**config.mk**
```make
export PLATFORM = sky130hd
export DESIGN_NAME = srs_store_path
export DESIGN_NICKNAME = d
export VERILOG_FILES = /design/src/rtl/srs_pkg.sv /design/src/rtl/srs_shifter.sv /design/src/rtl/srs_round_clip.sv /design/src/rtl/srs_store_path.sv
export SDC_FILE = /design/constraint.sdc
export NUM_CORES = 1
export LEC_CHECK = 0
export BUFFER_PORTS_ARGS = -buffer_cell sky130_fd_sc_hd__buf_2
export CAP_MARGIN = 20
export CORE_ASPECT_RATIO = 1.5
export CORE_MARGIN = 2
export CORE_UTILIZATION = 40
export CTS_CLUSTER_DIAMETER = 80
export DETAILED_ROUTE_END_ITERATION = 10
export PLACE_DENSITY = 0.62
export SETUP_SLACK_MARGIN = 0.15
export SLEW_MARGIN = 20
export SYNTH_ARGS = -nofsm -noshare
export SYNTH_HDL_FRONTEND = slang
export SYNTH_SLANG_ARGS = --single-unit
```
**constraint.sdc**
```tcl
create_clock -name clk -period 0.8 [get_ports clk]
set_input_delay 0.16 -clock clk [delete_from_list [all_inputs] [get_ports clk]]
set_output_delay 0.16 -clock clk [all_outputs]
set_load 0.05 [all_outputs]
```
**src/rtl/srs_pkg.sv**
```systemverilog
package srs_pkg;
  typedef enum logic [1:0] {
    CLIP_NONE = 2'd0,
    CLIP_HIGH = 2'd1,
    CLIP_LOW  = 2'd2
  } srs_clip_e;
endpackage

```
**src/rtl/srs_shifter.sv**
```systemverilog
module srs_shifter #(
  parameter int ACC_W = 40,
  parameter int SH_W  = 6,
  parameter int WW    = 73
) (
  input  logic [ACC_W-1:0] acc_i,
  input  logic [SH_W-1:0]  shamt_i,
  input  logic             uns_i,
  output logic [WW-1:0]    shifted_o
);
  localparam int MAG_W = SH_W + 1;

  function automatic logic [WW-1:0] extend(input logic [ACC_W-1:0] a, input logic uns);
    logic fill;
    fill = uns ? 1'b0 : a[ACC_W-1];
    return {{(WW-ACC_W){fill}}, a};
  endfunction

  function automatic logic [WW-1:0] scale(input logic [WW-1:0] x,
                                          input logic [SH_W-1:0] cnt,
                                          input logic uns);
    logic [MAG_W-1:0] mag;
    mag = MAG_W'(0) - {cnt[SH_W-1], cnt};
    if (!cnt[SH_W-1]) return x << cnt;
    if (uns) return x >> mag;
    return WW'($signed(x) >>> mag);
  endfunction

  assign shifted_o = scale(extend(acc_i, uns_i), shamt_i, uns_i);
endmodule

```
**src/rtl/srs_round_clip.sv**
```systemverilog
module srs_round_clip
  import srs_pkg::*;
#(
  parameter int WW     = 73,
  parameter int FRAC_W = 16,
  parameter int OUT_W  = 16
) (
  input  logic [WW-1:0]    val_i,
  input  logic             uns_i,
  input  logic             rnd_i,
  input  logic             sat_i,
  output logic [OUT_W-1:0] hi_o,
  output logic             ovf_o,
  output srs_clip_e        clip_o,
  output logic [OUT_W-1:0] word_o
);
  localparam int TOP = FRAC_W + OUT_W;
  localparam logic [WW-1:0] HALF = WW'(1) << (FRAC_W - 1);
  localparam logic [OUT_W-1:0] U_MAX = {OUT_W{1'b1}};
  localparam logic [OUT_W-1:0] S_MAX = {1'b0, {(OUT_W-1){1'b1}}};
  localparam logic [OUT_W-1:0] S_MIN = {1'b1, {(OUT_W-1){1'b0}}};

  logic [WW-1:0] rounded;

  function automatic logic out_of_window(input logic [WW-1:0] v, input logic uns);
    if (uns) return |v[WW-1:TOP];
    return !((&v[WW-1:TOP-1]) || !(|v[WW-1:TOP-1]));
  endfunction

  assign rounded = rnd_i ? val_i + HALF : val_i;
  assign hi_o    = rounded[TOP-1:FRAC_W];
  assign ovf_o   = out_of_window(rounded, uns_i);

  always_comb begin
    clip_o = CLIP_NONE;
    if (sat_i && ovf_o) clip_o = (!uns_i && rounded[WW-1]) ? CLIP_LOW : CLIP_HIGH;
  end

  always_comb begin
    unique case (clip_o)
      CLIP_HIGH: word_o = uns_i ? U_MAX : S_MAX;
      CLIP_LOW:  word_o = S_MIN;
      default:   word_o = hi_o;
    endcase
  end
endmodule

```
**src/rtl/srs_store_path.sv**
```systemverilog
module srs_store_path
  import srs_pkg::*;
#(
  parameter int ACC_W  = 40,
  parameter int SH_W   = 6,
  parameter int FRAC_W = 16,
  parameter int OUT_W  = 16
) (
  input  logic             clk,
  input  logic             rst_n,
  input  logic [ACC_W-1:0] acc_i,
  input  logic [SH_W-1:0]  shamt_i,
  input  logic             uns_i,
  input  logic             rnd_i,
  input  logic             sat_i,
  input  logic             vld_i,
  output logic [OUT_W-1:0] word_o,
  output logic             ovf_o,
  output logic             vld_o
);
  localparam int MAX_LSH = (1 << (SH_W - 1)) - 1;
  localparam int WW      = ACC_W + MAX_LSH + 2;

  logic [WW-1:0]    shifted_w;
  logic [OUT_W-1:0] hi_w;
  logic [OUT_W-1:0] next_word_w;
  logic             ovf_w;
  srs_clip_e        clip_w;

  srs_shifter #(.ACC_W(ACC_W), .SH_W(SH_W), .WW(WW)) u_shift (
    .acc_i(acc_i), .shamt_i(shamt_i), .uns_i(uns_i), .shifted_o(shifted_w)
  );

  srs_round_clip #(.WW(WW), .FRAC_W(FRAC_W), .OUT_W(OUT_W)) u_clip (
    .val_i(shifted_w), .uns_i(uns_i), .rnd_i(rnd_i), .sat_i(sat_i),
    .hi_o(hi_w), .ovf_o(ovf_w), .clip_o(clip_w), .word_o(next_word_w)
  );

  always_ff @(posedge clk or negedge rst_n) begin
    if (!rst_n) begin
      word_o <= '0;
      ovf_o  <= 1'b0;
      vld_o  <= 1'b0;
    end else begin
      vld_o <= vld_i;
      if (vld_i) begin
        word_o <= next_word_w;
        ovf_o  <= ovf_w;
      end
    end
  end

  assert_valid_rise_R1: assert property (@(posedge clk) disable iff (!rst_n)
    vld_i |=> vld_o);
  assert_valid_idle_R1: assert property (@(posedge clk) disable iff (!rst_n)
    !vld_i |=> !vld_o);
  assert_signed_clip_R6: assert property (@(posedge clk) disable iff (!rst_n)
    (vld_i && !uns_i && sat_i && ovf_w) |=>
      (ovf_o && (word_o == {1'b0, {(OUT_W-1){1'b1}}} || word_o == {1'b1, {(OUT_W-1){1'b0}}})));
  assert_unsigned_clip_R7: assert property (@(posedge clk) disable iff (!rst_n)
    (vld_i && uns_i && sat_i && ovf_w) |=> (ovf_o && word_o == {OUT_W{1'b1}}));
  assert_in_window_R8: assert property (@(posedge clk) disable iff (!rst_n)
    (vld_i && !ovf_w) |=> (!ovf_o && word_o == $past(hi_w)));
  assert_wrap_R8: assert property (@(posedge clk) disable iff (!rst_n)
    (vld_i && !sat_i) |=> (word_o == $past(hi_w)));
  assert_hold_R9: assert property (@(posedge clk) disable iff (!rst_n)
    !vld_i |=> ($stable(word_o) && $stable(ovf_o)));
endmodule

```
==> results of run 1 <==
==> cells in the mapped netlist, drive strengths merged, types with 19 or more instances <==
cell	instances
buf	52
mux2i	103
nor2	66
o21ai	53
nand3	38
clkbuf	31
mux2	34
a21oi	37
nand2	107
xnor2	19
nor4	22
mux4	56
nor3	21
==> layout make-up <==
cell class              count  area, um^2  area share
diodes                      3        7.51    0.000597
inverters                  15        67.6     0.00538
flip-flops and latches     18         460      0.0366
well taps                 256         320      0.0255
repair buffers            527        4240       0.338
multi-input cells         853        7390       0.588
clock buffers               4        78.8     0.00627
==> sequential cells by signal (all words and copies together) (netlist names) <==
name / count
ovf_o: 1
vld_o: 1
word_o: 16
==> how the worst min path moves through the flow <==
stage	slack [ps]	cells after the start	endpoint	startpoint
3_5_place_dp	110	1	word_o[1]	rst_n
6_report	-170	1	word_o[7]	rst_n
5_1_grt	-140	1	word_o[14]	rst_n
2_1_floorplan	-140	0	ovf_o	rst_n
3_3_place_gp	100	1	word_o[2]	rst_n
4_1_cts	-160	1	word_o[3]	rst_n
==> power by group through the flow <==
stage          clock (mW)  sequential (mW)  combinational (mW)
2_1_floorplan           0             1.63                4.43
3_3_place_gp            0             1.14                9.23
3_5_place_dp            0             1.14                9.29
4_1_cts              1.01             1.16                9.90
5_1_grt              1.06             1.19                11.0
6_report             1.01             1.18                10.6
==> worst max-delay path, cell delays in order <==
cell and delay (ps):
sky130_fd_sc_hd__buf_6 110, sky130_fd_sc_hd__buf_8 150, sky130_fd_sc_hd__bufbuf_16 290, sky130_fd_sc_hd__mux2i_1 120, sky130_fd_sc_hd__mux4_2 550, sky130_fd_sc_hd__a221o_1 370, sky130_fd_sc_hd__a211o_1 330, sky130_fd_sc_hd__or2_4 250
sky130_fd_sc_hd__or3_4 430, sky130_fd_sc_hd__nor4_4 280, sky130_fd_sc_hd__buf_4 180, sky130_fd_sc_hd__buf_4 120, sky130_fd_sc_hd__and4_4 220, sky130_fd_sc_hd__o21ai_2 80, sky130_fd_sc_hd__nor4_4 320, sky130_fd_sc_hd__nand4_4 210
sky130_fd_sc_hd__nand3_4 250, sky130_fd_sc_hd__mux2i_1 240
==> routing by layer <==
metal	GRT usage	wire [um]
met5	0	0
met4	0.294	4070
met3	0.0299	2320
met2	0.715	21300
met1	0.423	14900
==> per-stage QoR <==
step	hold slack, ps	setup TNS [ps]	utilization	cell area (um^2)
floorplan	-136	-70610	-	7980
global placement	96.1	-71870	0.593	11400
detailed placement	106	-72660	0.593	11400
CTS	-157	-63740	0.629	12100
global route	-142	-67370	0.653	12600
finish	-165	-65150	0.653	12600
==> cells by family after synthesis <==
logic type,after synthesis,synth area share
adders and majority gates,2,0.00318
AOI/OAI and AO/OA,249,0.235
and+or+nand+nor,371,0.253
buffers and inverters,98,0.0689
muxes,193,0.341
DFF,18,0.0573
xor gates and xnor gates,37,0.0422
==> timing repair <==
action	CTS	global route
resized for setup	95	61
setup buffers	16	16
hold endpoints to repair	18	18
pin swaps	28	32
endpoints found under the setup margin	35	35
cloned	3	1
==> metrics.txt, run 1 <==
number of fill cells in the layout 1701; run status finished, violations left; DRT iter0 DRCs 905; post-synthesis cell count 968; total track usage 0.393; Die Area 20800 um^2; commonest non-fill, non-tap cell in the layout sky130_fd_sc_hd__buf_4; CTS clock-pin slew for the worst setup and hold paths 50 ps; HPWL Detailed 34.7 mm; area growth from synthesis to layout 59.8%; Distinct cells, synth 99; Pint 6.79 mW; TritonRoute pass-1 iters 5; top post-synthesis cells by area sky130_fd_sc_hd__mux4_2, sky130_fd_sc_hd__mux2i_1, sky130_fd_sc_hd__dfrtp_1; sequential share of the synthesized area 0.0573; classification of the worst-slack hold path in -> async; final instance count without filler cells 1676; PnR Total Power 12.8 mW; count of flip-flops with a built-in enable after synthesis 0; yosys synthesis warning count 0; initial core utilization 0.409; top cell type's share of synthesized area 0.160; largest fanout on the critical path 11; largest net degree at the start of global routing 38; max_slew headroom 0.429; failing checks hold timing, setup timing; worst slack on hold paths -165 ps; Vias/cell 6.30; Data required, critical path 960 ps; Mapped Area 7860 um^2; share of power burned in combinational logic 0.828; slack of the critical path -3700 ps; TritonCTS clock tree yes; capturing element of the worst setup path word_o[15]; max_cap viols 0; insertion delay to the later sink of the worst-skew pair 250 ps; CTS H-Tree Depth 1; wire length after detailed routing 42.6 mm; initial antenna violation count 3; Std-Cell Rows 62; worst-case register-to-register setup slack -130 ps; CP Class in -> reg; Worst IR Drop VDD 621 uV; max frequency 222 MHz; Final Max Slew Viols 0; fin nets 1472; worst reg2reg startpoint word_o[7]; global-route wire length before repair 62.6 mm; root buffer cell sky130_fd_sc_hd__clkbuf_16; arrival time of the worst setup path 4660 ps; type of element launching the critical path input pin; fraction of synthesis flops using an asynchronous set or reset pin 1.00; x dimension of the die 118 um; post-DR wirelength/cell 25.4 um; Final GP Congestion 1.06; Num CTS Buffers 3; top-level I/O count 70; Mapped Nets 1022; leakage power total 5.52 nW; setup repair after global routing missed its margin true; Final Critical Period 4500 ps; number of clock sinks 18; reg2reg end word_o[7]; Worst Reg2Reg Path Length in Cells 3; commonest non-fill, non-tap cells in the layout sky130_fd_sc_hd__buf_4, sky130_fd_sc_hd__nand2_1, sky130_fd_sc_hd__mux2i_1, sky130_fd_sc_hd__nor2_1, sky130_fd_sc_hd__mux4_2; part of the power in the clock network 0.079; Critical Path Start shamt_i[0]; DRC violations left 0; number of hold violations in the final report 18; global route total overflow 0; Max clock buf depth 2; final setup violation count 35; number of global-route vias before repair 10600; count of input and output buffers 69; Worst-Margin Slew 848 ps; Sequential Power Share 0.093; Power Dens Cells 1020 nW/um^2; switching share of total power 0.468; share of the cycle needed by the critical path after routing 5.62; #FFs+latches synth 18; most used flip-flop cell after synthesis sky130_fd_sc_hd__dfrtp_1; core area 19200 um^2; Antenna Nets Post-Route 0; Yosys top cell by area sky130_fd_sc_hd__mux4_2; Clock Skew 0 ps; placed insts 1633; Die H 176 um; power dissipated by switching net loads 5.97 mW; Place WS -4320 ps; post-synthesis average cell area 8.12 um^2; fraction of final layout cells with drive strength greater than 1 0.523; vias 10600; sort of element at the end of the critical path register
(Power assumes the default switching activity.)
==> inputs of run 2 (changes only) <==
Settings changed: CAP_MARGIN 20 to default, SYNTH_HIERARCHICAL from default to 1.
==> run 2 against run 1 <==
Effect of this change:
- first-iteration DRC count shrank 14%
- sequential share of layout area grew 0.29 points
- clock skew is the same
- largest power group unchanged
- clock-buffer cell count is the same
- combinational power shrank 7%
- clock power grew 8%
- power shrank 4.6%
- die area shrank 1.6%
- global-route usage shrank 4.5 points
- largest cell class unchanged
- the flow still finishes with violations (hold timing, setup timing)
- synthesized cell count grew 3.1%
==> metrics.txt, run 2 <==
total negative slack for setup checks -76930 ps; number of hold violations in the final report 18; PnR Total Power 12.2 mW; Worst Reg2Reg Path Length in Cells 2; max_slew headroom 0.577; post-DR wirelength/cell 22.2 um; Worst IR Drop VDD 793 uV; DRC violations left 0; area occupied by multi-input gates 7080 um^2; fraction of final layout cells with drive strength greater than 1 0.519; Mapped Area 7730 um^2; initial core utilization 0.405; Max clock buf depth 2; commonest non-fill, non-tap cells in the layout sky130_fd_sc_hd__buf_4, sky130_fd_sc_hd__nand2_1, sky130_fd_sc_hd__nor2_1, sky130_fd_sc_hd__mux2i_1, sky130_fd_sc_hd__mux2_2; post-synthesis cell count 998; top-level I/O count 70; TritonRoute pass-1 iters 6; classification of the worst-slack hold path in -> async; worst slack on hold paths -159 ps; CP Class in -> reg; Data required, critical path 930 ps; area of all sequential standard cells 472 um^2; root buffer cell sky130_fd_sc_hd__clkbuf_16; Die H 174 um; TritonCTS clock tree yes; failing checks hold timing, setup timing; Clock Skew 0 ps; sort of element at the end of the critical path register; share of the cycle needed by the critical path after routing 6.48; largest fanout on the critical path 8; Final Max Slew Viols 0; global-route wire length before repair 56.1 mm; global route total overflow 0; core area 19100 um^2; x dimension of the die 118 um; Regs by FF count word_o (16), ovf_o (1), vld_o (1); total track usage 0.348; post-synthesis average cell area 7.75 um^2; Antenna Nets Post-Route 0; area growth from synthesis to layout 54.4%; worst reg2reg startpoint word_o[4]; Mapped Nets 1052; Worst-Margin Slew 632 ps; number of global-route vias before repair 10100; Vias/cell 6.00; CTS H-Tree Depth 1; Num CTS Buffers 3; worst-case register-to-register setup slack -140 ps; register containing the most flip-flops in the final layout word_o; n_diodes 0; CTS clock-pin slew for the worst setup and hold paths 50 ps; Place WS -5140 ps; capturing element of the worst setup path word_o[6]; Final Critical Period 5190 ps; vias 9946; leakage power total 5.30 nW; wire length after detailed routing 36.8 mm; DRT iter0 DRCs 780; reg2reg end word_o[4]; Die Area 20500 um^2; initial antenna violation count 0; Critical Path Start shamt_i[0]; number of clock sinks 18; largest net degree at the start of global routing 37; type of element launching the critical path input pin; max_cap viols 0; number of fill cells in the layout 1738; arrival time of the worst setup path 5310 ps; HPWL Detailed 29.6 mm; Final GP Congestion 1.08; number of flip-flops under the largest register name 16; final setup violation count 35; yosys synthesis warning count 6; slack of the critical path -4390 ps; max frequency 193 MHz; fin nets 1457; setup repair after global routing missed its margin true; commonest non-fill, non-tap cell in the layout sky130_fd_sc_hd__buf_4; Power Dens Cells 1020 nW/um^2; count of input and output buffers 69; insertion delay to the later sink of the worst-skew pair 240 ps; run status finished, violations left; Std-Cell Rows 62
==> run 2: cell count changes in the layout (fill, tap and decap cells not counted), sizes merged, moves of 13 or more <==
cell	delta
mux2	+53
mux4	-33
buf	-27
nor2	+25
o21ai	+18
nand4	+17
mux2i	-16
xnor2	+13
==> run 2: area by class of cell <==
| class | count | area share |
|---|---|---|
| Clock buffer | 4 | 0.00744 |
| Inverter | 19 | 0.00702 |
| Multi-Input combinational cell | 863 | 0.594 |
| Sequential cell | 18 | 0.0395 |
| Tap cell | 256 | 0.0268 |
| Timing Repair Buffer | 498 | 0.326 |
==> run 2: what timing repair did <==
| item | CTS | global route |
|---|---|---|
| endpoints found under the hold margin | 18 | 18 |
| endpoints found under the setup margin | 35 | 35 |
| resized for setup | 117 | 59 |
| gates cloned | 2 | 0 |
| pin swaps | 35 | 41 |
| setup buffers | 37 | 24 |
==> run 2: routing by layer <==
layer | GRT usage | vias to the layer above | part of all wire
li1 | - | 4606 | -
met1 | 0.341 | 4670 | 0.34
met2 | 0.634 | 466 | 0.50
met3 | 0.0545 | 204 | 0.052
met4 | 0.300 | 0 | 0.10
met5 | 0 | - | 0
==> run 2: through the flow <==
step	std cells	cell area [um^2]	hold slack [ps]	utilization
floorplan	998	7870	-136	-
global placement	1591	10600	101	0.557
detailed placement	1591	10600	114	0.557
CTS	1634	11500	-148	0.602
global route	1658	11900	-126	0.625
finish	1658	11900	-159	0.625
==> run 2: how the worst min path moves through the flow <==
stage	from	end	slack [ps]
floorplan	rst_n	ovf_o	-140
global placement	rst_n	word_o[13]	100
detailed placement	rst_n	word_o[13]	110
CTS	rst_n	vld_o	-150
global route	rst_n	vld_o	-130
finish	rst_n	vld_o	-160
==> run 2: report_power, final <==
group | internal, mW | leakage (nW) | switching [mW] | total, mW
Clock | 0.760 | 0.0442 | 0.327 | 1.09
Combinational | 4.79 | 5.07 | 5.09 | 9.89
Sequential | 1.08 | 0.181 | 0.130 | 1.21
Total | 6.63 | 5.30 | 5.55 | 12.2
==> run 2: worst max-delay path, cell delays in order <==
cell and delay [ps]:
sky130_fd_sc_hd__buf_12 110, sky130_fd_sc_hd__inv_8 30, sky130_fd_sc_hd__ha_4 340, sky130_fd_sc_hd__buf_8 150, sky130_fd_sc_hd__mux2i_1 70, sky130_fd_sc_hd__mux2_4 290
sky130_fd_sc_hd__o21a_1 210, sky130_fd_sc_hd__nand2_1 70, sky130_fd_sc_hd__o211ai_1 120, sky130_fd_sc_hd__a222oi_1 490, sky130_fd_sc_hd__nand4_1 170, sky130_fd_sc_hd__buf_4 170
sky130_fd_sc_hd__or4_4 540, sky130_fd_sc_hd__nor4_4 150, sky130_fd_sc_hd__buf_4 180, sky130_fd_sc_hd__buf_4 110, sky130_fd_sc_hd__buf_6 90, sky130_fd_sc_hd__a31oi_4 80
sky130_fd_sc_hd__and4b_1 300, sky130_fd_sc_hd__nand4_1 100, sky130_fd_sc_hd__or4_4 600, sky130_fd_sc_hd__nand3_4 190, sky130_fd_sc_hd__mux2_4 330, sky130_fd_sc_hd__mux2_4 260
